--- src/rtl/can_acc_pkg.sv ---
package can_acc_pkg;
  typedef enum logic [1:0] {
    FM_WIDE32 = 2'd0,
    FM_HALF16 = 2'd1,
    FM_BYTE8  = 2'd2,
    FM_CLOSED = 2'd3
  } filt_mode_e;
endpackage

--- src/rtl/can_acc_cmp.sv ---
// Masked comparison of one data word against one code word.
module can_acc_cmp #(
  parameter int W = 8
) (
  input  logic [W-1:0] data,
  input  logic [W-1:0] code,
  input  logic [W-1:0] mask,
  output logic         match
);
  assign match = (((data ^ code) & ~mask) == '0);
endmodule

--- src/rtl/can_acc_hit_map.sv ---
// Combines per-slot byte matches into filter hits for the selected mode.
module can_acc_hit_map
  import can_acc_pkg::*;
#(
  parameter int NUM_SLOTS = 8,
  parameter int ID_BYTES  = 4
) (
  input  filt_mode_e           mode,
  input  logic [NUM_SLOTS-1:0] m_id0,  // slot k against IDR0
  input  logic [NUM_SLOTS-1:0] m_id1,  // slot k against IDR1
  input  logic [NUM_SLOTS-1:0] m_pos,  // slot k against IDR(k mod ID_BYTES)
  output logic [NUM_SLOTS-1:0] hits
);
  localparam int NUM_BANKS = NUM_SLOTS / ID_BYTES;
  localparam int NUM_HALF  = NUM_SLOTS / 2;

  always_comb begin
    hits = '0;
    unique case (mode)
      FM_WIDE32: begin
        for (int b = 0; b < NUM_BANKS; b++)
          hits[b] = &m_pos[b*ID_BYTES +: ID_BYTES];
      end
      FM_HALF16: begin
        for (int f = 0; f < NUM_HALF; f++)
          hits[f] = m_id0[2*f] & m_id1[2*f+1];
      end
      FM_BYTE8:  hits = m_id0;
      default:   hits = '0;
    endcase
  end
endmodule

--- src/rtl/can_acc_prio.sv ---
// Lowest-index-first encoder.
module can_acc_prio #(
  parameter int N     = 8,
  localparam int IW   = (N > 1) ? $clog2(N) : 1
) (
  input  logic [N-1:0]  req,
  output logic [IW-1:0] idx
);
  always_comb begin
    idx = '0;
    for (int i = N - 1; i >= 0; i--)
      if (req[i]) idx = IW'(i);
  end
endmodule

--- src/rtl/can_acc_filter.sv ---
module can_acc_filter
  import can_acc_pkg::*;
#(
  parameter int BYTE_W    = 8,
  parameter int NUM_SLOTS = 8,
  parameter int ID_BYTES  = 4,
  localparam int IW       = $clog2(NUM_SLOTS)
) (
  input  logic                        clk,
  input  logic                        rst,
  input  logic [1:0]                  filt_mode,
  input  logic [NUM_SLOTS*BYTE_W-1:0] acc_code,
  input  logic [NUM_SLOTS*BYTE_W-1:0] acc_mask,
  input  logic [ID_BYTES*BYTE_W-1:0]  id_bytes,
  input  logic                        id_valid,
  output logic                        rx_accept,
  output logic [IW-1:0]               hit_idx,
  output logic [NUM_SLOTS-1:0]        hit_vec
);
  logic [NUM_SLOTS-1:0] m_id0, m_id1, m_pos, hits_c;
  logic [IW-1:0]        idx_c;
  filt_mode_e           mode;

  assign mode = filt_mode_e'(filt_mode);

  for (genvar k = 0; k < NUM_SLOTS; k++) begin : g_slot
    localparam int P = k % ID_BYTES;
    can_acc_cmp #(.W(BYTE_W)) u_c0 (
      .data (id_bytes[0 +: BYTE_W]),
      .code (acc_code[k*BYTE_W +: BYTE_W]),
      .mask (acc_mask[k*BYTE_W +: BYTE_W]),
      .match(m_id0[k])
    );
    can_acc_cmp #(.W(BYTE_W)) u_c1 (
      .data (id_bytes[BYTE_W +: BYTE_W]),
      .code (acc_code[k*BYTE_W +: BYTE_W]),
      .mask (acc_mask[k*BYTE_W +: BYTE_W]),
      .match(m_id1[k])
    );
    can_acc_cmp #(.W(BYTE_W)) u_cp (
      .data (id_bytes[P*BYTE_W +: BYTE_W]),
      .code (acc_code[k*BYTE_W +: BYTE_W]),
      .mask (acc_mask[k*BYTE_W +: BYTE_W]),
      .match(m_pos[k])
    );
  end

  can_acc_hit_map #(.NUM_SLOTS(NUM_SLOTS), .ID_BYTES(ID_BYTES)) u_map (
    .mode (mode),
    .m_id0(m_id0),
    .m_id1(m_id1),
    .m_pos(m_pos),
    .hits (hits_c)
  );

  can_acc_prio #(.N(NUM_SLOTS)) u_prio (
    .req(hits_c),
    .idx(idx_c)
  );

  always_ff @(posedge clk) begin
    if (rst) begin
      rx_accept <= 1'b0;
      hit_idx   <= '0;
      hit_vec   <= '0;
    end else begin
      rx_accept <= id_valid & (|hits_c);
      if (id_valid) begin
        hit_vec <= hits_c;
        hit_idx <= idx_c;
      end
    end
  end
endmodule

--- config.mk ---
export PLATFORM = sky130hd
export DESIGN_NAME = can_acc_filter
export DESIGN_NICKNAME = d
export VERILOG_FILES = /design/src/rtl/can_acc_pkg.sv /design/src/rtl/can_acc_cmp.sv /design/src/rtl/can_acc_hit_map.sv /design/src/rtl/can_acc_prio.sv /design/src/rtl/can_acc_filter.sv
export SDC_FILE = /design/constraint.sdc
export NUM_CORES = 1
export LEC_CHECK = 0
export BUFFER_PORTS_ARGS = -buffer_cell sky130_fd_sc_hd__buf_2
export CAP_MARGIN = 20
export CORE_MARGIN = 1
export CORE_UTILIZATION = 46
export DETAILED_ROUTE_END_ITERATION = 12
export PLACE_DENSITY = 0.85
export SLEW_MARGIN = 10
export SYNTH_ARGS = -nofsm -noshare
export SYNTH_HDL_FRONTEND = slang
export SYNTH_SLANG_ARGS = --single-unit
--- constraint.sdc ---
create_clock -name clk -period 3 [get_ports clk]
set_input_delay 0.3 -clock clk [delete_from_list [all_inputs] [get_ports clk]]
set_output_delay 0.3 -clock clk [all_outputs]
set_load 0.1 [all_outputs]
Yosys cells after proc, flatten, opt, wreduce, memory -nomap -nowiden
Index checks and enable logic that the tools add are counted.
{ "word_totals": {"ff_bits": 12, "inputBits": 165, "output_inout_bits": 12, "word_cells": 81} }
{ "classes": {"eq_ne": 2, "n_mux": 11, "bitwise_logic": 45, "n_reduce_logical": 20} }
{ "ops": {"columns": ["op", "count"], "rows": [
  ["$and A8 B8 Y8", 16],
  ["$logic_not A8 Y1", 16],
  ["$xor A8 B8 Y8", 16],
  ["$not A8 Y8", 8],
  ["$mux W3", 8],
  ["$reduce_and A4 Y1", 2],
  ["$reduce_or A8 Y1", 1],
  ["$pmux W2 S3", 1],
  ["$and A1 B1 Y1", 5],
  ["$mux W4", 1],
  ["$pmux W2 S2", 1],
  ["$eq A2 B1 Y1 const B", 1],
  ["$eq A2 B2 Y1 const B", 1],
  ["$logic_not A2 Y1", 1]
]} }

Logic depth before layout (Yosys ltp)
{ "logic_depth": {"depth_word": 12, "depth_mapped": 9} }

Hierarchy
Synthesis repeated with hierarchy kept, for this count alone.
{ "hier_totals": {"hier_cells": 386, "hier_area_um2": 3276.9} }
{ "modules_own_cells": {"columns": ["module", "n_inst", "cells_per_inst", "area_per_inst_um2", "seq_area_each_um2"], "rows": [
  ["can_acc_cmp", 24, 13, 107.6, 0.0],
  ["can_acc_filter", 1, 40, 430.4, 240.2],
  ["can_acc_hit_map", 1, 22, 180.2, 0.0],
  ["can_acc_prio", 1, 12, 83.8, 0.0]
]} }

Worst setup path before layout
No wires, ideal clock.
{ "synth_path": {"path_type": "input to register", "start": "input port filt_mode[0]", "end": "register hit_idx[1]", "setup_time_ps": 96, "t_arrival_ps": 1767, "slack_ps": 1137, "stages": 9, "path_cell_list": "inv_1 ha_1 buf_2 o21ai_0 or3_1 or2_1 nand2_1 a21oi_2 o41ai_2"} }
{ "synth_via": {"elab_chain_len": 10, "elab_cells_between_ends": 14, "classes_between": "2 x eq/ne; 11 x mux; 1 x reduce/logical"} }
{ "synth_lines": {"columns": ["element", "line_no", "text"], "rows": [
  ["from (decl)", "can_acc_filter.sv:11", "input logic [1:0] filt_mode,"],
  ["$eq A2 B2 Y1", "can_acc_hit_map.sv:19", "unique case (mode)"],
  ["$mux W4", "can_acc_hit_map.sv:19", null],
  ["$mux W3 (7 in series)", "can_acc_prio.sv:12", "if (req[i]) idx = IW'(i);"],
  ["$mux W3 *", "can_acc_prio.sv:12", null],
  ["to (signal assigned)", "can_acc_filter.sv:70", "hit_idx <= idx_c;"],
  ["to (decl)", "can_acc_filter.sv:17", "output logic [IW-1:0] hit_idx,"]
]} }
Every way passes the cells marked *; elsewhere a longest branch is shown, timed or not.
A chain may end at the register's enable or synchronous reset.

Final worst setup path
{ "layout_path": {"start": "input port id_bytes[15]", "end": "register hit_idx[2]"} }
{ "layout_via": {"elab_chain_len": 9, "elab_cells_between_ends": 24, "classes_between": "6 x mux; 12 x bitwise; 6 x reduce/logical"} }
{ "layout_lines": {"columns": ["element", "line_no", "text"], "rows": [
  ["from (decl)", "can_acc_filter.sv:14", "input logic [ID_BYTES*BYTE_W-1:0] id_bytes,"],
  ["$xor A8 B8 Y8", "can_acc_cmp.sv:10", "assign match = (((data ^ code) & ~mask) == '0);"],
  ["$and A8 B8 Y8", "can_acc_cmp.sv:10", null],
  ["$logic_not A8 Y1", "can_acc_cmp.sv:10", null],
  ["$and A1 B1 Y1", "can_acc_hit_map.sv:26", "hits[f] = m_id0[2*f] & m_id1[2*f+1];"],
  ["$pmux W2 S2", "can_acc_hit_map.sv:19", null],
  ["$mux W3 (3 in series)", "can_acc_prio.sv:12", null],
  ["$mux W3 *", "can_acc_prio.sv:12", null]
]} }
Marked as above.

==> flow_summary.yaml <==
floorplanning:
  core_area_mm2: 0.00520
  dieHeight_um: 76.1
  start_util_pct: 48.5
  die_w_um: 76.1
  core.rowCount: 26
  pin_count: 177
  dieArea_mm2: 0.00578
finish:
  drive_gt1_share_pct: 40.1
  post_layout_nonfiller_instances: 551
  antenna_cells: 0
  area_growth_pct: 36.2
  fin_nets: 651
  fin_area_mm2: 0.00343
clock_tree:
  cts_tree: "built"
  numCtsBuffers: 3
  cts_sinks: 12
  clock_latency_ps: 240
  cts_hold_buf: 0
  cts_setup_buffers: 0
  htreeDepth: 1
  root_buffer: "clkbuf_8"
  cts_resized: 0
  clk_pin_slew_ps: 50
  cts.path.max_buffers: 2
timing:
  finalCritPeriodShare_pct: 72.0
  setup_viol: 0
  finalClockSkew_ps: 0
  fin_crit_ps: 2160
  tightestPinTransition_ps: 679
  rsz0062_at_grt: "no"
  hold_viol_final: 0
  max_freq_ghz: 0.463
  max-slew-margin-rel_pct: 54.3
  slew_viol_final: 0
  finalSetupTns_ps: 0
route:
  antenna_left: 0
  drtPass1Iterations: 6
  routedWlPerCell_um: 17.8
  routed_wl_um: 9790
  drc_errors: 0
  viasPerCell: 5.80
  drt_iter0_drc: 268
  via_count: 3197
logic_synthesis:
  synth_nets: 485
  synth_edf_count: 0
  synth_top_area_share_pct: 42.7
  synth_common_cells: "xnor2_1 (123), o22ai_1 (49), nor2_1 (22)"
  yosys-top-cells-area: "xnor2_1 (43%), o22ai_1 (12%), dfxtp_1 (9.5%), nor2_1 (3.3%), buf_6 (3.1%)"
  syn_inst: 316
  synth.distinct_cells: 48
  synth.cell_area_mm2: 0.00252
  yosys.area.top_type: "xnor2_1"
  synth-seq-area-share_pct: 9.52
  synthArstFlopShare_pct: 0
  yosys_most_used_dff: "dfxtp_1"
  synth-seq-cells: 12
  yosysWarnings: 0
  synth_area_per_cell_um2: 7.98
  yosysMostFrequentCell: "xnor2_1"
pwr:
  power_frac_clock_pct: 20.0
  intPower_mw: 0.540
  powerDensity_mw_per_mm2: 261
  p_comb_share_pct: 61.5
  leakagePower_nw: 1.46
  p_sw_mw: 0.356
  vdd.ir_drop.worst_mv: 0.166
  power.total_mw: 0.896
  seq_power_share_pct: 18.5
  switching_share_pct: 39.8
placed_design:
  dp_cells: 547
  portBuffers: 176
  dpl.hpwl_um: 8370
  dpl_cell_area_mm2: 0.00338
  place.gp.congestion: 0.975
min_path:
  hp-start: "rst"
  holdPathStages: 2
  hold_path_class: "in2reg"
  hold_path_end: "hit_vec[2]$_SDFFE_PP0P_"
worst_setup_path:
  end_kind: "flip-flop"
  regToRegEndpoint: "hit_vec[7]$_SDFFE_PP0P_"
  rr_worst_depth: 2
  worstSetupPathType: "in2reg"
  critPathRequiredTime_ps: 3140
  r2r-start: "hit_vec[7]$_SDFFE_PP0P_"
  reg2reg_setup_slack_ps: 2340
  worstSetupStartpointType: "primary input"
  crit_fanout: 4
  crit_arrival_ps: 2300
global_routing:
  grt.overflow.total: 0
  grt_pass1_vias: 3354
  grt_max_degree: 12
  antenna_found_initial: 0
  grtUsageTotal_pct: 33.2
  grt_first_pass_wirelength_um: 15300
flow_run:
  drv_cap: 0
run_status:
  status: "complete, no violations"
==> per-layer routing <==
| layer | track usage [%] | wire length (µm) | vias up | share of wire [%] |
|---|---|---|---|---|
| met2 | 60.3 | 4740 | 255 | 48 |
| met4 | 15.8 | 383 | 0 | 3.9 |
| met3 | 6.47 | 1060 | 49 | 11 |
| li1 | - | - | 1460 | - |
| met1 | 37.1 | 3620 | 1433 | 37 |
| met5 | 0 | 0 | - | 0 |
==> flip-flops by register name, indices dropped and copies added, names as in the netlist <==
name       flops
rx_accept      1
hit_idx        3
hit_vec        8
==> power groups by stage <==
stage               Sequential, mW  Clock, mW  Combinational, mW
floorplan                    0.201          0              0.303
global placement             0.169          0              0.532
detailed placement           0.169          0              0.541
CTS                          0.166      0.182              0.543
global route                 0.166      0.189              0.586
finish                       0.166      0.179              0.551
==> placed cells by master, fill, tap and decap left out, drive strengths merged, types with 2 or more instances in the layout <==
cell type,count
buf,179
xnor2,124
o22ai,49
nor2,22
dfxtp,12
inv,8
nor4,8
nand2,7
a21oi,7
nor3,6
o21ai,6
o22a,5
xor2,4
ha,4
clkbuf,4
or3,3
o2111ai,3
nand3,3
mux2i,3
o211ai,3
a211oi,2
or2,2
a32o,2
==> worst max-delay path by stage <==
stage	slack [ps]	cells past startpoint	to	start
6_report	840	8	hit_idx[2]$_SDFFE_PP0P_	id_bytes[15]
5_1_grt	710	8	hit_idx[2]$_SDFFE_PP0P_	id_bytes[11]
4_1_cts	930	9	hit_idx[1]$_SDFFE_PP0P_	filt_mode[0]
3_5_place_dp	690	9	hit_idx[1]$_SDFFE_PP0P_	filt_mode[0]
3_3_place_gp	720	8	hit_idx[2]$_SDFFE_PP0P_	id_bytes[15]
2_1_floorplan	1140	9	hit_idx[1]$_SDFFE_PP0P_	filt_mode[0]
==> per-stage QoR <==
step / worst slack [ps] / util (%) / hold WS (ps)
detailed placement: 692 / 64.9 / 468
global route: 711 / 66.0 / 335
CTS: 932 / 66.0 / 321
global placement: 716 / 64.9 / 453
finish: 841 / 66.0 / 326
floorplan: 1140 / - / 595
==> cells by family (layout without fill, tap and decap cells) <==
group	after synthesis	after routing	synth area share [%]
AO/OA/AOI/OAI	85	85	23.6
flip-flops	12	12	9.52
multiplexers	3	3	1.19
adder cells (fa/ha/maj)	4	4	1.98
buffers and inverters	27	192	6.65
XOR/XNOR	128	128	44.7
AND/OR/NAND/NOR	57	57	12.3
==> critical path, stage by stage <==
cell	delay, ps
buf_2	150
xnor2_1	170
o22ai_1	90
nor4_1	600
nand4_1	220
a21oi_1	410
nor3_1	120
a32o_1	220
==> area by class of cell <==
cell class                      count  area [µm²]
Inverter                            9        33.8
Tap cell                           70        87.6
Sequential cell                    12         240
Timing Repair Buffer              179         903
Multi-Input combinational cell    277        2110
Clock buffer                        4        55.1
Fill cell                         468        1770
(Power assumes the default switching activity.)
